$ cat config.mk
export PLATFORM = sky130hd
export DESIGN_NAME = pwm_timer16
export DESIGN_NICKNAME = d
export VERILOG_FILES = /design/src/rtl/ptm_pkg.sv /design/src/rtl/ptm_edge_sync.sv /design/src/rtl/ptm_tick_gen.sv /design/src/rtl/ptm_core.sv /design/src/rtl/ptm_flags.sv /design/src/rtl/pwm_timer16.sv
export SDC_FILE = /design/constraint.sdc
export NUM_CORES = 1
export LEC_CHECK = 0
export ABC_AREA = 1
export ABC_CLOCK_PERIOD_IN_PS = 1700
export CAP_MARGIN = 20
export CORE_MARGIN = 2
export CORE_UTILIZATION = 57
export CTS_CLUSTER_DIAMETER = 30
export DETAILED_ROUTE_END_ITERATION = 16
export PLACE_DENSITY = 0.79
export SYNTH_ARGS = -nofsm -noshare
export SYNTH_HDL_FRONTEND = slang
export SYNTH_SLANG_ARGS = --single-unit
$ cat constraint.sdc
create_clock -name clk -period 1.7 [get_ports clk]
set_input_delay 0.34 -clock clk [delete_from_list [all_inputs] [get_ports clk]]
set_output_delay 0.34 -clock clk [all_outputs]
set_load 0.01 [all_outputs]
$ cat src/rtl/ptm_pkg.sv
package ptm_pkg;
  typedef enum logic [1:0] {
    CLK_DIV2 = 2'd0,
    CLK_DIV4 = 2'd1,
    CLK_DIV8 = 2'd2,
    CLK_EXT  = 2'd3
  } clk_sel_e;

  typedef struct packed {
    logic     irq_en;
    clk_sel_e clk_sel;
    logic     lvl_period;
    logic     lvl_duty;
    logic     one_pulse;
    logic     pwm_on;
  } ctrl_t;

  localparam int CTRL_W = $bits(ctrl_t);
  localparam int NFLAG  = 4;

  localparam int FLG_PERIOD = 0;
  localparam int FLG_CAPT   = 1;
  localparam int FLG_CMPD   = 2;
  localparam int FLG_CMPP   = 3;

  localparam logic [2:0] A_CTRL   = 3'd0;
  localparam logic [2:0] A_DUTY   = 3'd1;
  localparam logic [2:0] A_PERIOD = 3'd2;
  localparam logic [2:0] A_STAT   = 3'd3;
  localparam logic [2:0] A_CAPT   = 3'd4;
  localparam logic [2:0] A_COUNT  = 3'd5;
endpackage

$ cat src/rtl/ptm_edge_sync.sv
module ptm_edge_sync #(
  parameter int STAGES = 2
) (
  input  logic clk,
  input  logic rst,
  input  logic din,
  output logic rise
);
  logic [STAGES:0] pipe_q;

  always_ff @(posedge clk) begin
    if (rst) pipe_q <= '0;
    else     pipe_q <= {pipe_q[STAGES-1:0], din};
  end

  assign rise = pipe_q[STAGES-1] & ~pipe_q[STAGES];
endmodule

$ cat src/rtl/ptm_tick_gen.sv
module ptm_tick_gen
  import ptm_pkg::*;
#(
  parameter int SYNC_STAGES = 2,
  parameter int PRE_W       = 3
) (
  input  logic     clk,
  input  logic     rst,
  input  clk_sel_e sel,
  input  logic     ext_clk,
  output logic     tick
);
  logic [PRE_W-1:0] pre_q;
  logic             ext_rise;

  always_ff @(posedge clk) begin
    if (rst) pre_q <= '0;
    else     pre_q <= pre_q + 1'b1;
  end

  ptm_edge_sync #(.STAGES(SYNC_STAGES)) ext_sync_i (
    .clk (clk),
    .rst (rst),
    .din (ext_clk),
    .rise(ext_rise)
  );

  always_comb begin
    case (sel)
      CLK_DIV2: tick = pre_q[0];
      CLK_DIV4: tick = &pre_q[1:0];
      CLK_DIV8: tick = &pre_q[2:0];
      default:  tick = ext_rise;
    endcase
  end
endmodule

$ cat src/rtl/ptm_core.sv
module ptm_core #(
  parameter int               CNT_W  = 16,
  parameter logic [CNT_W-1:0] RELOAD = 16'hFFFC
) (
  input  logic             clk,
  input  logic             rst,
  input  logic             tick,
  input  logic             pwm_on,
  input  logic             pwm_start,
  input  logic [CNT_W-1:0] duty,
  input  logic [CNT_W-1:0] period,
  input  logic             lvl_duty,
  input  logic             lvl_period,
  output logic [CNT_W-1:0] cnt,
  output logic             pin,
  output logic             per_hit,
  output logic             cmpd_hit,
  output logic             cmpp_hit
);
  logic eq_duty, eq_period;

  assign eq_duty   = (cnt == duty);
  assign eq_period = (cnt == period);
  assign per_hit   = tick & pwm_on & eq_period;
  assign cmpd_hit  = tick & ~pwm_on & eq_duty;
  assign cmpp_hit  = tick & ~pwm_on & eq_period;

  always_ff @(posedge clk) begin
    if (rst) begin
      cnt <= RELOAD;
      pin <= 1'b0;
    end else if (pwm_start) begin
      cnt <= RELOAD;
      pin <= lvl_period;
    end else if (tick) begin
      if (pwm_on && eq_period) begin
        cnt <= RELOAD;
        pin <= lvl_period;
      end else begin
        cnt <= cnt + 1'b1;
        if (pwm_on && eq_duty) pin <= lvl_duty;
      end
    end
  end
endmodule

$ cat src/rtl/ptm_flags.sv
module ptm_flags #(
  parameter int N = 4
) (
  input  logic         clk,
  input  logic         rst,
  input  logic [N-1:0] set,
  input  logic         stat_rd,
  input  logic [N-1:0] assoc_rd,
  output logic [N-1:0] flag
);
  for (genvar i = 0; i < N; i++) begin : g_flag
    logic arm_q;
    always_ff @(posedge clk) begin
      if (rst) begin
        arm_q   <= 1'b0;
        flag[i] <= 1'b0;
      end else begin
        if (stat_rd)          arm_q <= flag[i];
        else if (assoc_rd[i]) arm_q <= 1'b0;

        if (set[i])                   flag[i] <= 1'b1;
        else if (assoc_rd[i] && arm_q) flag[i] <= 1'b0;
      end
    end
  end
endmodule

$ cat src/rtl/pwm_timer16.sv
module pwm_timer16
  import ptm_pkg::*;
#(
  parameter int CNT_W       = 16,
  parameter int ADDR_W      = 3,
  parameter int SYNC_STAGES = 2
) (
  input  logic             clk,
  input  logic             rst,
  input  logic             wr_en,
  input  logic             rd_en,
  input  logic [ADDR_W-1:0] addr,
  input  logic [CNT_W-1:0] wr_data,
  output logic [CNT_W-1:0] rd_data,
  input  logic             ext_clk,
  input  logic             cap_in,
  input  logic             irq_mask,
  output logic             pwm_out,
  output logic [3:0]       flags,
  output logic             irq
);
  localparam logic [CNT_W-1:0] RELOAD = {{(CNT_W-2){1'b1}}, 2'b00};

  ctrl_t            ctrl_q;
  logic [CNT_W-1:0] duty_q, period_q, capt_q, cnt;
  logic             tick, pwm_start, per_hit, cmpd_hit, cmpp_hit, cap_hit;
  logic             stat_rd;
  logic [NFLAG-1:0] set_v, assoc_v, flag_v;
  logic             pwm_en_w, lvl_period_w;
  ctrl_t            ctrl_wr;

  assign ctrl_wr      = ctrl_t'(wr_data[CTRL_W-1:0]);
  assign pwm_en_w     = ctrl_q.pwm_on;
  assign lvl_period_w = ctrl_q.lvl_period;
  assign pwm_start    = wr_en && (addr == A_CTRL) && ctrl_wr.pwm_on && !ctrl_q.pwm_on;

  always_ff @(posedge clk) begin
    if (rst) begin
      ctrl_q   <= '0;
      duty_q   <= '0;
      period_q <= '0;
    end else if (wr_en) begin
      case (addr)
        A_CTRL:   ctrl_q   <= ctrl_wr;
        A_DUTY:   duty_q   <= wr_data;
        A_PERIOD: period_q <= wr_data;
        default:  ;
      endcase
    end
  end

  ptm_tick_gen #(.SYNC_STAGES(SYNC_STAGES)) tick_i (
    .clk    (clk),
    .rst    (rst),
    .sel    (ctrl_q.clk_sel),
    .ext_clk(ext_clk),
    .tick   (tick)
  );

  ptm_core #(.CNT_W(CNT_W), .RELOAD(RELOAD)) core_i (
    .clk       (clk),
    .rst       (rst),
    .tick      (tick),
    .pwm_on    (ctrl_q.pwm_on),
    .pwm_start (pwm_start),
    .duty      (duty_q),
    .period    (period_q),
    .lvl_duty  (ctrl_q.lvl_duty),
    .lvl_period(ctrl_q.lvl_period),
    .cnt       (cnt),
    .pin       (pwm_out),
    .per_hit   (per_hit),
    .cmpd_hit  (cmpd_hit),
    .cmpp_hit  (cmpp_hit)
  );

  ptm_edge_sync #(.STAGES(SYNC_STAGES)) cap_sync_i (
    .clk (clk),
    .rst (rst),
    .din (cap_in),
    .rise(cap_hit)
  );

  always_ff @(posedge clk) begin
    if (rst)          capt_q <= '0;
    else if (cap_hit) capt_q <= cnt;
  end

  assign stat_rd = rd_en && (addr == A_STAT);

  always_comb begin
    set_v             = '0;
    set_v[FLG_PERIOD] = per_hit;
    set_v[FLG_CAPT]   = cap_hit;
    set_v[FLG_CMPD]   = cmpd_hit;
    set_v[FLG_CMPP]   = cmpp_hit;
    assoc_v             = '0;
    assoc_v[FLG_PERIOD] = rd_en && (addr == A_PERIOD);
    assoc_v[FLG_CAPT]   = rd_en && (addr == A_CAPT);
    assoc_v[FLG_CMPD]   = rd_en && (addr == A_DUTY);
    assoc_v[FLG_CMPP]   = rd_en && (addr == A_PERIOD);
  end

  ptm_flags #(.N(NFLAG)) flags_i (
    .clk     (clk),
    .rst     (rst),
    .set     (set_v),
    .stat_rd (stat_rd),
    .assoc_rd(assoc_v),
    .flag    (flag_v)
  );

  assign flags = flag_v;

  always_ff @(posedge clk) begin
    if (rst) begin
      rd_data <= '0;
      irq     <= 1'b0;
    end else begin
      irq <= ctrl_q.irq_en & ~irq_mask & (flag_v[FLG_PERIOD] | flag_v[FLG_CAPT]);
      if (rd_en) begin
        case (addr)
          A_CTRL:   rd_data <= {{(CNT_W-CTRL_W){1'b0}}, ctrl_q};
          A_DUTY:   rd_data <= duty_q;
          A_PERIOD: rd_data <= period_q;
          A_STAT:   rd_data <= {{(CNT_W-NFLAG){1'b0}}, flag_v};
          A_CAPT:   rd_data <= capt_q;
          A_COUNT:  rd_data <= cnt;
          default:  rd_data <= '0;
        endcase
      end
    end
  end
endmodule

# [Word level (Yosys, flattened, before mapping)]
# Cells that the tools add are included.
# Widths: inputs -> output; s select.
[word_totals] reg_bits=106 latchBits=0 mem_bits_rw=0 rom_bits=0 input_bits=26 output_inout_bits=22 memories=0
[classes] addsub=2 n_mul=0 div_mod_pow=0 order_cmp=0 n_eq_ne=9 n_shift=0 n_mux=22 bitwise_logic=14 reduce_logical=32
[op_table] op="$pmux 16 s6" n=1
[op_table] op="$eq 16x16->1" n=2
[op_table] op="$mux 1" n=19
[op_table] op="$add 16x1->16 const B" n=1
[op_table] op="$mux 16" n=1
[op_table] op="$reduce_bool 2->1" n=8
[op_table] op="$logic_and 1x1->1" n=13
[op_table] op="$reduce_and 2->1" n=5
[op_table] op="$and 1x1->1" n=9
[op_table] op="$eq 3x2->1 const B" n=2
[op_table] op="$eq 3x3->1 const B" n=2
[op_table] op="$not 1->1" n=4
[op_table] op="$add 3x1->3 const B" n=1
[op_table] op="$eq 3x1->1 const B" n=1
[op_table] op="$logic_not 3->1" n=1
[op_table] op="$pmux 1 s3" n=1
[op_table] op="$reduce_and 3->1" n=1
[op_table] op="$reduce_bool 3->1" n=1
[op_table] op="$eq 2x1->1 const B" n=1
[op_table] op="$eq 2x2->1 const B" n=1
[op_table] op="$logic_not 2->1" n=1
[op_table] op="$reduce_or 2->1" n=1
[op_table] op="$logic_not 1->1" n=1
[op_table] op="$or 1x1->1" n=1

# [Longest topological paths before layout]
[depth] ltp_word=6 depth_mapped=13 ltp_nobuf=13

# [Modules after synthesis]
# A second synthesis with hierarchy kept.
[hier_totals] cells_unflattened=817 hier_area_um2=5295.1
[modules_own_cells] mod="pwm_timer16" n_inst=1 cells_each=457 area_per_inst_um2=3185.6 seq_area_each_um2=1441.4
[modules_own_cells] mod="ptm_core" n_inst=1 cells_each=275 area_per_inst_um2=1478.9 seq_area_each_um2=340.3
[modules_own_cells] mod="ptm_flags" n_inst=1 cells_each=42 area_per_inst_um2=302.8 seq_area_each_um2=160.2
[modules_own_cells] mod="ptm_edge_sync" n_inst=2 cells_each=10 area_per_inst_um2=86.3 seq_area_each_um2=60.1
[modules_own_cells] mod="ptm_tick_gen" n_inst=1 cells_each=23 area_per_inst_um2=155.1 seq_area_each_um2=60.1

# [Worst setup path before layout]
# No wires, ideal clock.
[synth_timing] path_type="reg2reg" from="register tick_i.pre_q[0]" to="register core_i.cnt[15]" setup_time_ns=0.117 t_arrival_ns=1.454 slack_ns=0.129 path_stages_with_launch=14 n_path_buf=0 period_less_slack_ns=1.571 cell_sequence="dfxtp_1 ha_1 ha_1 inv_1 nand2_1 nand2_2 nand2_4 nand2_2 nor2_4 nand2_2 nor2_2 nand2_1 nand2_1 nand3_2"
[synth_via] elab_chain_cells=2 word_cells_on_any_way=3 classes_between="mux (1); reduce/logical (2)"
[synth_lines] element="from (decl)" line="ptm_tick_gen.sv:13" source="logic [PRE_W-1:0] pre_q;"
[synth_lines] element="from (signal assigned)" line="ptm_tick_gen.sv:18" source="else pre_q <= pre_q + 1'b1;"
[synth_lines] element="$reduce_and 3->1 / $reduce_and 2->1 (equally long branches)" line="ptm_tick_gen.sv:32, ptm_tick_gen.sv:31"
[synth_lines] element="$pmux 1 s3 (*)" line="ptm_tick_gen.sv:29" source="case (sel)"
[synth_lines] element="to (signal assigned)" line="ptm_core.sv:40" source="cnt <= cnt + 1'b1;"
[synth_lines] element="to (decl)" line="ptm_core.sv:14" source="output logic [CNT_W-1:0] cnt,"
# Every way passes the cells marked *; elsewhere a longest branch is shown, timed or not.
# A chain may end at the register's enable or synchronous reset.

# [Final worst setup path]
[layout_timing] from="register flags_i.flag[0]" to="output port flags[0]"
[layout_lines] element="from (decl)" line="ptm_flags.sv:9" source="output logic [N-1:0] flag"
[layout_lines] element="from (signal, indexed assignment)" line="ptm_flags.sv:16" source="flag[i] <= 1'b0;"
[layout_lines] element="from (signal, indexed assignment)" line="ptm_flags.sv:21" source="if (set[i]) flag[i] <= 1'b1;"
[layout_lines] element="from (signal, indexed assignment)" line="ptm_flags.sv:22" source="else if (assoc_rd[i] && arm_q) flag[i] <= 1'b0;"
[layout_lines] element="to (decl)" line="pwm_timer16.sv:19" source="output logic [3:0] flags,"
# No word-level cell between the ends.

==> metrics.csv <==
stage;metric;value;unit
finish;commonest cells after routing, fill and taps aside;nand2_1 (142), dfxtp_1 (97), a21oi_1 (81);
logic_synthesis;synthesis-stage register bit count;106;
routing;First-pass DRT Iterations;5;
min_path;Hold Crit Class;reg2reg;
floorplanning;Die ar.;0.009738;mm^2
setup_path;CP required;1360;ps
floorplanning;DIE HEIGHT;98.68;um
finish;ant diodes;0;
clock_tree;root buf cell;clkbuf_8;
place;dpl ws;-241.0;ps
clock_tree;Worst-path clk slew;100;ps
clock_tree;TritonCTS buffer count;9;
sta;Final setup viols;0;
logic_synthesis;Async S/R FF share, synth;0;%
global_route;gr usage total;29.24;%
logic_synthesis;top_reg_cell synth;dfxtp_1;
sta;slew at the pin closest to its max-slew limit;379.6;ps
floorplanning;die width;98.68;um
finish;fin cells;885;
global_route;vias in the first global route;4625;
sta;fin. max-slew vios;0;
logic_synthesis;largest family of logic cells by synthesized area;simple AND/OR/NAND/NOR gates;
finish;fillers;740;
finish;Design Area, Final;0.006223;mm^2
finish;area growth from synthesis to layout;21.79;%
pwr;PD cells;767.5;mW/mm^2
setup_path;cell family with most CP delay;buffers and inverters;
logic_synthesis;post-synthesis mux area share;0;%
routing;DRT iter0 DRCs;256;
sta;unrepaired setup endpoints after global routing;yes;
logic_synthesis;Unique masters post-synth;39;
floorplanning;initial core utilization;58.59;%
floorplanning;Placeable Area;0.008721;mm^2
setup_path;Worst Setup End Kind;primary output;
logic_synthesis;area fraction in compound gates after synthesis;21.40;%
clock_tree;worst skew pair latency;370;ps
sta;Tcrit/Tclk final;97.22;%
floorplanning;row count;34;
logic_synthesis;Warnings, synthesis;0;
finish;commonest non-fill, non-tap cell in the layout;nand2_1;
global_route;first-pass GRT wire length;22810;um
routing;total vias in the final route;5011;
logic_synthesis;Synth Area in Adders;0.7346;%
place;placed cell areas;0.005903;mm^2
setup_path;CP Launch Type;register;
finish;Nets;802;
logic_synthesis;synthesized cell area;0.005110;mm^2
routing;WL final;14230;um
logic_synthesis;Synth Net Count;732;
clock_tree;# hold bufs at CTS;0;
place;placed cell count;863;
sta;Min Hold Slack;409.3;ps
sta;Max-slew headroom;74.50;%
setup_path;Buf/Inv on CP;1;
global_route;GR Overflow Total;0;
setup_path;CP Max Fanout;4;
sta;final worst slack;47.26;ps
setup_path;crit-path max cell delay;550;ps
routing;# DRC;0;
place;HPWL Detailed;10100;um
routing;vias per inst;5.662;
clock_tree;clk sinks;106;
pwr;VDD IR-drop max;0.4669;mV
finish;proportion of layout cells with a drive suffix above 1;18.79;%
place;PortBufs;47;
status;status;completed;
finish;area of the multi-input gates;0.002557;mm^2
finish;FF+latch area;0.002133;mm^2
sta;fmax;0.6051;GHz
setup_path;CP cell instances;clkdlybuf4s50_1;
sta;post-layout minimum cycle time;1653;ps
global_route;initial antenna violation count;0;
clock_tree;Longest Clk Path Bufs;2;
pwr;Leak Pwr;2.470;nW
clock_tree;H-tree lvl count;3;
logic_synthesis;Seq/Total Area, Yosys;41.53;%
logic_synthesis;Synth Area in Simple Gates;25.47;%
setup_path;Crit Path Category;reg2out;
clock_tree;TritonCTS clock tree;built;
routing;routed len/inst;16.07;um
setup_path;Critical Path Slowest Stage Cell;clkdlybuf4s50_1;
logic_synthesis;Syn Inst Count;703;
sta;Fin. Hold Viols;0;
routing;Detail Route Antenna Nets;0;
sta;Setup Skew;10.88;ps
logic_synthesis;syn avg cell area;7.269;um^2
logic_synthesis;XOR/XNOR share of the synthesized area;1.028;%
global_route;largest net degree at the start of global routing;59;
setup_path;arrival time at the worst endpoint;1310;ps
logic_synthesis;Post-synth EDFFs;0;
job;Max-Cap Viols;0;
place;gpl congestion;0.9121;
floorplanning;I/O pin total;48;
## layer usage
| layer | global-route usage, % | share of wire, % |
|---|---|---|
| met4 | 11.49 | 2.8 |
| met5 | 0 | 0 |
| met2 | 47.36 | 47 |
| met3 | 6.099 | 7.1 |
| met1 | 38.45 | 43 |
## worst paths after layout
check / from / endpoint / slack (ps) / cells after the start
setup / recovery: flags_i.flag[0] / flags[0] / 50 / 1
hold / removal: cap_sync_i.pipe_q[0] / cap_sync_i.pipe_q[1] / 410 / 2
setup reg to reg: tick_i.pre_q[0] / core_i.cnt[15] / 60 / 13
hold reg to reg: cap_sync_i.pipe_q[0] / cap_sync_i.pipe_q[1] / 410 / 2
## cell type report
type | count | share of cell area [%]
Clock buffer | 12 | 2.493
Sequential cell | 106 | 34.28
Timing Repair Buffer | 90 | 14.15
Clock inverter | 3 | 0.3820
Inverter | 88 | 5.428
Multi-Input combinational cell | 478 | 41.09
Tap cell | 108 | 2.171
## cells in the mapped netlist, types with 10 or more instances
| cell type | instances | share of area (%) |
|---|---|---|
| nand2_2 | 13 | 1.6 |
| clkbuf_1 | 15 | 1.1 |
| dfxtp_1 | 106 | 42 |
| nand2_1 | 143 | 11 |
| o21ai_0 | 56 | 5.5 |
| nor2_1 | 42 | 3.1 |
| nand3_1 | 36 | 3.5 |
| o21ai_1 | 35 | 3.4 |
| inv_1 | 67 | 4.9 |
| a21oi_1 | 81 | 7.9 |
| nor2_4 | 10 | 2.2 |
| inv_2 | 19 | 1.4 |
## registers in the layout (all words and copies together), names as in the netlist
name                      flops
flags_i.g_flag.arm_q          4
rd_data                      16
ctrl_q                        5
pwm_en_w                      1
capt_q                       16
duty_q                       16
core_i.cnt                   16
tick_i.pre_q                  3
flags_i.flag                  4
period_q                     16
cap_sync_i.pipe_q             3
core_i.pin                    1
lvl_period_w                  1
irq                           1
tick_i.ext_sync_i.pipe_q      3
## power by group
group          total [mW]  internal, mW  switching (mW)
logic               0.668         0.282           0.386
registers            2.64          2.58          0.0643
clock network        1.47         0.612           0.856
## logic make-up after synthesis
group | after synthesis
adders and majority gates | 3
and+or+nand+nor | 271
xor gates and xnor gates | 6
AOI/OAI and AO/OA | 198
DFF | 106
buffers and inverters | 119
## per-stage QoR
stage          utilization [%]  TNS, ps  power [mW]
2_1_floorplan                -        0       3.048
3_3_place_gp             67.69    -8509       3.301
3_5_place_dp             67.69   -10920       3.321
4_1_cts                  70.00        0       4.751
5_1_grt                  71.36   -90.91       4.937
6_report                 71.36        0       4.777
## what timing repair did
action / in CTS / in global routing
resized for setup: 3 / 27
pin swaps: 1 / 8
setup buffers: 1 / 6
endpoints found under the setup margin: 3 / 17
(Power assumes the default switching activity.)
